`src/rtl/agen_pkg.sv`:
```
package agen_pkg;

   typedef enum logic [2:0] {
      AM_ABS_OFF      = 3'd0,
      AM_ABS_DISP     = 3'd1,
      AM_REG_OFF      = 3'd2,
      AM_REG_DISP     = 3'd3,
      AM_REG_IDX_DISP = 3'd4,
      AM_REG_IDX      = 3'd5,
      AM_RSV6         = 3'd6,
      AM_RSV7         = 3'd7
   } am_e;

   typedef struct packed {
      logic use_base;
      logic use_off;
      logic use_disp;
      logic use_idx;
      logic two_word;
      logic illegal;
   } am_ctl_t;

   typedef enum logic {
      AG_IDLE = 1'b0,
      AG_WAIT = 1'b1
   } ag_st_e;

endpackage

```
`src/rtl/agen_decode.sv`:
```
module agen_decode
   import agen_pkg::*;
#(
   parameter int SCW       = 3,
   parameter int MAX_SHIFT = 4
) (
   input  logic [2:0]     mode,
   input  logic [SCW-1:0] scale,
   output am_ctl_t        ctl
);

   initial begin : p_param_chk
      assert (MAX_SHIFT < (1 << SCW)) else $error("MAX_SHIFT does not fit in scale code");
   end

   am_ctl_t base_ctl;

   always_comb begin
      base_ctl = '0;
      unique case (am_e'(mode))
         AM_ABS_OFF:      base_ctl.use_off = 1'b1;
         AM_ABS_DISP:     begin base_ctl.use_disp = 1'b1; base_ctl.two_word = 1'b1; end
         AM_REG_OFF:      begin base_ctl.use_base = 1'b1; base_ctl.use_off = 1'b1; end
         AM_REG_DISP:     begin base_ctl.use_base = 1'b1; base_ctl.use_disp = 1'b1;
                                base_ctl.two_word = 1'b1; end
         AM_REG_IDX_DISP: begin base_ctl.use_base = 1'b1; base_ctl.use_idx = 1'b1;
                                base_ctl.use_disp = 1'b1; base_ctl.two_word = 1'b1; end
         AM_REG_IDX:      begin base_ctl.use_base = 1'b1; base_ctl.use_idx = 1'b1;
                                base_ctl.two_word = 1'b1; end
         default:         base_ctl.illegal = 1'b1;
      endcase
   end

   always_comb begin
      ctl = base_ctl;
      if (base_ctl.use_idx && (scale > SCW'(MAX_SHIFT))) begin
         ctl.illegal  = 1'b1;
      end
      if (ctl.illegal) begin
         ctl.two_word = 1'b0;
      end
   end

endmodule

```
`src/rtl/agen_scaler.sv`:
```
module agen_scaler #(
   parameter int AW        = 32,
   parameter int SCW       = 3,
   parameter int MAX_SHIFT = 4
) (
   input  logic [AW-1:0]  idx,
   input  logic [SCW-1:0] shamt,
   output logic [AW-1:0]  scaled
);

   localparam int NCAND = MAX_SHIFT + 1;

   logic [AW-1:0] cand [NCAND];

   for (genvar k = 0; k < NCAND; k++) begin : g_cand
      assign cand[k] = idx << k;
   end

   always_comb begin
      scaled = '0;
      for (int k = 0; k < NCAND; k++) begin
         if (shamt == SCW'(k)) scaled = cand[k];
      end
   end

endmodule

```
`src/rtl/agen_adder.sv`:
```
module agen_adder #(
   parameter int AW        = 32,
   parameter bit CARRY_SAVE = 1'b1
) (
   input  logic [AW-1:0] a,
   input  logic [AW-1:0] b,
   input  logic [AW-1:0] c,
   output logic [AW-1:0] sum
);

   if (CARRY_SAVE) begin : g_csa
      logic [AW-1:0] s_vec;
      logic [AW-1:0] c_vec;
      assign s_vec = a ^ b ^ c;
      assign c_vec = ((a & b) | (a & c) | (b & c)) << 1;
      assign sum   = s_vec + c_vec;
   end else begin : g_chain
      logic [AW-1:0] part;
      assign part = a + b;
      assign sum  = part + c;
   end

endmodule

```
`src/rtl/mem_agen.sv`:
```
module mem_agen
   import agen_pkg::*;
#(
   parameter int AW         = 32,
   parameter int OFFW       = 12,
   parameter int SCW        = 3,
   parameter int MAX_SHIFT  = 4,
   parameter bit CARRY_SAVE = 1'b1
) (
   input  logic           clk,
   input  logic           rst,
   input  logic           in_valid,
   output logic           in_ready,
   input  logic [2:0]     in_mode,
   input  logic [OFFW-1:0] in_off,
   input  logic [SCW-1:0] in_scale,
   input  logic [AW-1:0]  in_base,
   input  logic [AW-1:0]  in_index,
   output logic           word_req,
   input  logic           word_valid,
   input  logic [AW-1:0]  word_data,
   output logic           ea_valid,
   output logic [AW-1:0]  ea,
   output logic           bad_op
);

   localparam int ZPAD = AW - OFFW;

   initial begin : p_param_chk
      assert (OFFW < AW) else $error("offset field must be narrower than address");
      assert (MAX_SHIFT < AW) else $error("shift range exceeds address width");
   end

   ag_st_e         st;
   am_ctl_t        in_ctl, r_ctl, cur_ctl;
   logic [AW-1:0]  r_base, r_idx, cur_base, cur_idx;
   logic [OFFW-1:0] r_off, cur_off;
   logic [SCW-1:0] r_scale, cur_scale;
   logic [AW-1:0]  scaled, t_a, t_b, t_c, total;
   logic           accept, wait_sel, word_hs;

   assign in_ready = (st == AG_IDLE);
   assign word_req = (st == AG_WAIT);
   assign accept   = in_valid && in_ready;
   assign wait_sel = (st == AG_WAIT);
   assign word_hs  = wait_sel && word_valid;

   agen_decode #(.SCW(SCW), .MAX_SHIFT(MAX_SHIFT)) dec_i (
      .mode  (in_mode),
      .scale (in_scale),
      .ctl   (in_ctl)
   );

   assign cur_ctl   = wait_sel ? r_ctl   : in_ctl;
   assign cur_base  = wait_sel ? r_base  : in_base;
   assign cur_idx   = wait_sel ? r_idx   : in_index;
   assign cur_off   = wait_sel ? r_off   : in_off;
   assign cur_scale = wait_sel ? r_scale : in_scale;

   agen_scaler #(.AW(AW), .SCW(SCW), .MAX_SHIFT(MAX_SHIFT)) scl_i (
      .idx    (cur_idx),
      .shamt  (cur_scale),
      .scaled (scaled)
   );

   assign t_a = cur_ctl.use_base ? cur_base : '0;
   assign t_b = cur_ctl.use_idx  ? scaled   : '0;
   assign t_c = cur_ctl.use_off  ? {{ZPAD{1'b0}}, cur_off} :
                cur_ctl.use_disp ? word_data : '0;

   agen_adder #(.AW(AW), .CARRY_SAVE(CARRY_SAVE)) add_i (
      .a   (t_a),
      .b   (t_b),
      .c   (t_c),
      .sum (total)
   );

   always_ff @(posedge clk) begin
      if (rst) begin
         st       <= AG_IDLE;
         ea_valid <= 1'b0;
         bad_op   <= 1'b0;
         ea       <= '0;
         r_ctl    <= '0;
         r_base   <= '0;
         r_idx    <= '0;
         r_off    <= '0;
         r_scale  <= '0;
      end else begin
         ea_valid <= 1'b0;
         bad_op   <= 1'b0;
         if (accept) begin
            if (in_ctl.illegal) begin
               bad_op <= 1'b1;
            end else if (!in_ctl.two_word) begin
               ea       <= total;
               ea_valid <= 1'b1;
            end else begin
               st      <= AG_WAIT;
               r_ctl   <= in_ctl;
               r_base  <= in_base;
               r_idx   <= in_index;
               r_off   <= in_off;
               r_scale <= in_scale;
            end
         end else if (word_hs) begin
            ea       <= total;
            ea_valid <= 1'b1;
            st       <= AG_IDLE;
         end
      end
   end


   one_word_timing_chk: assert property (@(posedge clk) disable iff (rst)
      (accept && !in_ctl.illegal && !in_ctl.two_word) |=> (ea_valid && !word_req));


   two_word_req_chk: assert property (@(posedge clk) disable iff (rst)
      (accept && in_ctl.two_word) |=> (word_req && !ea_valid));


   req_hold_chk: assert property (@(posedge clk) disable iff (rst)
      (word_req && !word_valid) |=> (word_req && !in_ready));


   word_done_chk: assert property (@(posedge clk) disable iff (rst)
      (word_req && word_valid) |=> (ea_valid && !word_req));


   bad_excl_chk: assert property (@(posedge clk) disable iff (rst)
      bad_op |-> (!ea_valid && !word_req));


   bad_pulse_chk: assert property (@(posedge clk) disable iff (rst)
      (accept && in_ctl.illegal) |=> bad_op);

endmodule

```
`config.mk`:
```
export PLATFORM = sky130hd
export DESIGN_NAME = mem_agen
export DESIGN_NICKNAME = d
export VERILOG_FILES = /design/src/rtl/agen_pkg.sv /design/src/rtl/agen_decode.sv /design/src/rtl/agen_scaler.sv /design/src/rtl/agen_adder.sv /design/src/rtl/mem_agen.sv
export SDC_FILE = /design/constraint.sdc
export NUM_CORES = 1
export LEC_CHECK = 0
export ABC_AREA = 1
export ABC_CLOCK_PERIOD_IN_PS = 5800
export BUFFER_PORTS_ARGS = -buffer_cell sky130_fd_sc_hd__buf_2
export CORE_UTILIZATION = 38
export DETAILED_ROUTE_END_ITERATION = 12
export GPL_TIMING_DRIVEN = 0
export SLEW_MARGIN = 20
export SYNTH_ARGS = -nofsm -noshare
export SYNTH_HDL_FRONTEND = slang
export SYNTH_SLANG_ARGS = --single-unit
```
`constraint.sdc`:
```
create_clock -name clk -period 5.8 [get_ports clk]
set_input_delay 0.58 -clock clk [delete_from_list [all_inputs] [get_ports clk]]
set_output_delay 0.58 -clock clk [all_outputs]
set_load 0.01 [all_outputs]
```
# --- Word-level counts from Yosys, hierarchy flattened ---
# Cells that the tools add are included.
op_classes:
  addsub: 1
  n_lt_le_gt_ge: 1
  n_eq_ne: 12
  mux: 35
  n_bitwise: 10
  reduce_logical: 16
op_table:
  columns: ["cell", "count"]
  rows:
  - ["$mux W32", 15]
  - ["$and A31 B31 Y31", 3]
  - ["$xor A32 B32 Y32", 2]
  - ["$or A31 B31 Y31", 2]
  - ["$add A32 B32 Y32", 1]
  - ["$mux W1", 17]
  - ["$eq A3 B2 Y1 const B", 4]
  - ["$mux W12", 1]
  - ["$eq A3 B3 Y1 const B", 3]
  - ["$reduce_and A3 Y1", 3]
  - ["$reduce_or A4 Y1", 2]
  - ["$eq A3 B1 Y1 const B", 2]
  - ["$logic_not A3 Y1", 2]
  - ["$mux W6", 1]
  - ["$ne A2 B2 Y1 const B", 3]
  - ["$reduce_or A2 Y1", 3]
  - ["$reduce_or A6 Y1", 1]
  - ["$gt A3 B3 Y1 const B", 1]
  - ["$logic_and A1 B1 Y1", 3]
  - ["$mux W3", 1]
  - ["$not A1 Y1", 3]
  - ["$reduce_or A3 Y1", 1]
  - ["$reduce_bool A2 Y1", 1]
word_totals:
  reg_bits: 119
  in_bits: 118
  output_inout_bits: 36
  word_cells: 88

# --- Depth between registers and ports, before layout ---
depth:
  depth_word: 16
  ltp_mapped: 26

# --- Hierarchy ---
# A second synthesis with hierarchy kept.
unflattened:
  hier_cells: 1890
  hier_area_um2: 10577.6
modules_own_cells:
  columns: ["mod", "n_inst", "cells_per_inst", "area_each_um2", "seq_area_each_um2"]
  rows:
  - ["mem_agen", 1, 1070, 6269.8, 2362.3]
  - ["agen_adder", 1, 505, 2925.3, 0.0]
  - ["agen_scaler", 1, 304, 1328.8, 0.0]
  - ["agen_decode", 1, 11, 53.8, 0.0]

# --- Least setup slack after synthesis ---
# OpenSTA, ideal clock, no wires.
synth_timing:
  path_type: "register -> register"
  start: "reg st, in the netlist word_req"
  end: "reg ea[11]"
  arrival_time_ns: 3.673
  t_required_ns: 5.742
  path_slack_ns: 2.069
  path_stages_with_launch: 22
  period_less_slack_ns: 3.731
  path_cell_list: "dfxtp_1 > buf_6 > nor2_1 > nand2_1 > nand2_2 > nor2_2 > nand2_1 > inv_2 > buf_2 > a22oi_1 > fa_1 > inv_1 > ha_1 > fa_1 > nand3_1 > nand2_1 > a21oi_1 > o21bai_1 > or2_2 > nand3_1 > o211ai_1 > inv_1"
synth_via:
  elab_chain_len: 15
  elab_cells_between_ends: 38
  classes_between: "1 x add/sub; 6 x eq/ne; 18 x mux; 8 x bitwise; 5 x reduce/logical"
synth_lines:
  columns: ["item", "line", "text"]
  rows:
  - ["from (decl)", "mem_agen.sv:34", "ag_st_e st;"]
  - ["from (signal assigned)", "mem_agen.sv:80", "st <= AG_IDLE;"]
  - ["from (signal assigned)", "mem_agen.sv:99", "st <= AG_WAIT;"]
  - ["from (signal assigned)", "mem_agen.sv:109", "st <= AG_IDLE;"]
  - ["$mux W3", "mem_agen.sv:58", "assign cur_scale = wait_sel ? r_scale : in_scale;"]
  - ["$logic_not A3 Y1", "agen_scaler.sv:22", "if (shamt == SCW'(k)) scaled = cand[k];"]
  - ["$mux W32 (5 in a row)", "agen_scaler.sv:22", null]
  - ["$mux W32", "mem_agen.sv:67", "assign t_b = cur_ctl.use_idx ? scaled : '0;"]
  - ["$and A31 B31 Y31", "agen_adder.sv:15", "assign c_vec = ((a & b) | (a & c) | (b & c)) << 1;"]
  - ["$or A31 B31 Y31 (2 in a row)", "agen_adder.sv:15", null]
  - ["$add A32 B32 Y32", "agen_adder.sv:16", "assign sum = s_vec + c_vec;"]
  - ["$mux W32", "mem_agen.sv:95", "end else if (!in_ctl.two_word) begin"]
  - ["$mux W32", "mem_agen.sv:93", "if (in_ctl.illegal) begin"]
  - ["$mux W32", "mem_agen.sv:92", "if (accept) begin"]
  - ["to (signal assigned)", "mem_agen.sv:96", "ea <= total;"]
  - ["to (signal assigned)", "mem_agen.sv:107", "ea <= total;"]
  - ["to (decl)", "mem_agen.sv:23", "output logic [AW-1:0] ea,"]
# Several ways; a longest one is shown, not always the timed one. The select of a mux whose other input is x is not followed.
# A chain may end at the register's enable or synchronous reset.

# --- Worst setup path in the final report ---
layout_timing:
  start: "reg st, in the netlist word_req"
  end: "reg ea[22]"
# Same word-level chain as after synthesis.

==> results.md <==
- Status: finished clean
- Clk sinks: 118
- Mapped Nets: ~1600
- Reg-to-reg endpoint: ea[22]
- HPWL after DPL: 28.9 mm
- WL final: 36.2 mm
- GRT Residual Overflow: 0
- Prevailing post-synth register cell: dfxtp_1
- Share of layout cells above drive strength 1: 17.8%
- Synth top area share: between 20% and 30%
- Power density over the cells: approximately 270 nW/um^2
- Synthesized area per cell: 6.64 um^2
- Die width: 159 um
- Slew margin rel.: 41.9%
- Post-layout min period: 4.72 ns
- Max Root-Sink Buffers: 2
- Worst hold path type: input pin to register
- First DRT Iteration DRCs: around 900
- Synth area leaders: dfxtp_1 (25%), nand2_1 (13%), a21oi_1 (8.3%), o21ai_0 (7.3%), inv_1 (7.0%)
- Synth warn: 0
- Ys async rst share: 0%
- Most frequent cells in the layout: nand2_1 (332), inv_1 (175), buf_2 (175), a21oi_1 (156), o21ai_0 (136)
- WP data arrival: about 5.1 ns
- RSZ-0062 raised after global routing: no
- Post-Syn Instances: ~1400
- Register area share after synthesis: 25.2%
- Initial Util: 38.6%
- CTS tree: done
- Vias per cell: between 5 and 6
- Post-CTS Resized: 0
- Worst-path clk slew: 0.07 ns
- Final setup viols: 0
- Main combinational cell family by area after synthesis: compound AO/OA/AOI/OAI gates
- Remaining antenna violation count: 0
- First-pass GRT wire length: 55.7 mm
- Critical path class: register to register
- Multi-input gate area: 5880 um^2
- TritonCTS buffer count: 17
- Mapped Area: 9370 um^2
- Clock Skew: 0.0196 ns
- GRT Total Usage: 28.7%
- Reg2Reg Depth: 19
- Crit path capture type: register
- Post-synth EDFFs: 0
- Site Rows: 57
- Gpl congestion: 0.971
- Commonest non-fill, non-tap cell in the layout: nand2_1
- Max IR drop VDD: ~0.17 mV
- Hold depth: 3
- Final hold vios: 0
- Required @ worst endpoint: between 6 and 7 ns
- Port buffer count: ~150
- Largest net degree at the start of global routing: 17
- Vias in the first global route: 9682
- I/O Pins: 154
- Total negative slack: 0 ns
- Via count: 10300
- Yosys reg bits: 118
- Slew Limit Fails: 0
- Max-cap violations: 0
- Fmax: 212 MHz
- Largest area contributor in the netlist: dfxtp_1
- Setup Buffers After CTS: 0
- Root Buffer: clkbuf_16
- Latest clock arrival within the worst-skew pair: between 0.4 and 0.5 ns
- Critical R2R Launch: word_req
- Initial antenna violation count: 0
- Synth Area in Simple Gates: 23.5%
- DR DRC count: 0
- Router iterations before antenna repair: 5
- Core footprint: 24200 um^2
- Static leakage: 5.28 nW
- Worst-path maximum fanout: 10
- Synth Area in Compound Gates: 27.0%
- Final worst path period share: 81.3%
- Synth-to-Final Area Change: 18.8%
- H-Tree Level Count: 4
- Adder-cell share of the synthesized area: 10.8%
- Worst Setup Start Kind: register
- Hold EP: r_idx[6]
- Hold_buf cts: 0
- Total die area: 25300 um^2
- XOR/XNOR Fraction of Synth Area: 0.748%
- Fillcell total: 2579
- Min-delay src: in_index[6]
- Routed len/inst: 18.9 um
- Distinct cells, synth: 53
- Fin nets: 1761
- Register area: 2360 um^2
- ANT cells: 0
- Worst-margin pin slew: 0.862 ns
- Post-synthesis mux area share: 0.748%
- R2R Setup Slk: 1.08 ns
- Chip height: 159 um
- Total power: between 2 and 3 mW
-- synthesized netlist by cell type, drive strengths merged (23+ instances only) --
| cell | number |
|---|---|
| o21ai | 152 |
| nor2 | 85 |
| ha | 30 |
| a211oi | 31 |
| a21oi | 158 |
| buf | 40 |
| nand3 | 53 |
| o221ai | 23 |
| inv | 190 |
| dfxtp | 118 |
| clkbuf | 33 |
| fa | 32 |
| nand2 | 348 |
-- area by class of cell --
type | count | share of cell area, %
Multi-Input combinational cell | 1027 | 52.9
Tap cell | 324 | 3.64
Inverter | 192 | 6.48
Clock inverter | 14 | 1.47
Sequential cell | 118 | 21.2
Clock buffer | 18 | 3.86
Timing Repair Buffer | 152 | 6.84
Buffer | 73 | 3.60
-- report_power, final --
part           total, mW  internal (mW)  leakage, nW  switching (mW)
sequential         0.894          0.868        0.965          0.0256
clock               1.12          0.646        0.287           0.470
combinational      0.972          0.325         4.03           0.648
-- per-stage QoR --
| stage | setup slack [ns] | area [um^2] | util (%) | hold WS [ns] | cells |
|---|---|---|---|---|---|
| floorplan | 2.07 | 9370 | - | 0.424 | 1410 |
| global placement | 1.03 | 10500 | 43.4 | 0.436 | 1886 |
| detailed placement | 1.07 | 10500 | 43.4 | 0.442 | 1886 |
| CTS | 1.13 | 11100 | 45.9 | 0.390 | 1918 |
| global route | 0.781 | 11100 | 45.9 | 0.402 | 1918 |
| finish | 1.08 | 11100 | 45.9 | 0.396 | 1918 |
-- layer usage --
metal / share of wire (%) / wire, um / global-route usage (%) / vias to the layer above
li1: - / - / - / 5051
met1: 46 / 16500 / 39.6 / 4855
met2: 46 / 16800 / 47.1 / 361
met3: 5.8 / 2090 / 3.80 / 41
met4: 2.2 / 797 / 7.82 / 0
met5: 0 / 0 / 0 / -
-- critical path, cell delays in order, from the launching register on --
cell,delay [ns]
dfxtp_1,0.37
buf_6,0.18
buf_6,0.15
buf_4,0.18
o21ai_0,0.26
inv_1,0.16
o221ai_1,0.24
a21oi_1,0.11
a211oi_1,0.53
fa_1,0.55
ha_1,0.39
a21oi_1,0.41
a21boi_1,0.26
o21bai_1,0.12
a21oi_1,0.12
o21ai_0,0.18
or2_0,0.25
nand3_1,0.07
nand3_1,0.06
inv_1,0.08
-- flip-flops by register name, summed over array words and instances (netlist names) --
name / flops
ea_valid: 1
r_base: 32
r_scale: 3
r_idx: 32
r_off: 12
r_ctl: 4
bad_op: 1
ea: 32
word_req: 1
-- worst max-delay path by stage --
stage	endpoint	from
after global routing	ea[31]	word_req
after floorplan	ea[11]	word_req
after CTS	ea[22]	word_req
after detailed placement	ea[22]	in_scale[2]
final	ea[22]	word_req
after global placement	ea[22]	in_scale[2]
-- kinds of logic (layout without fill, tap and decap cells) --
kind of cell	count (synthesis)	count (layout)
DFF	118	118
AOI/OAI and AO/OA	433	433
xor gates and xnor gates	8	8
adders and majority gates	62	62
muxes	7	7
and+or+nand+nor	517	517
buffers and inverters	265	449
No activity file was read; power rests on OpenSTA's default activity.
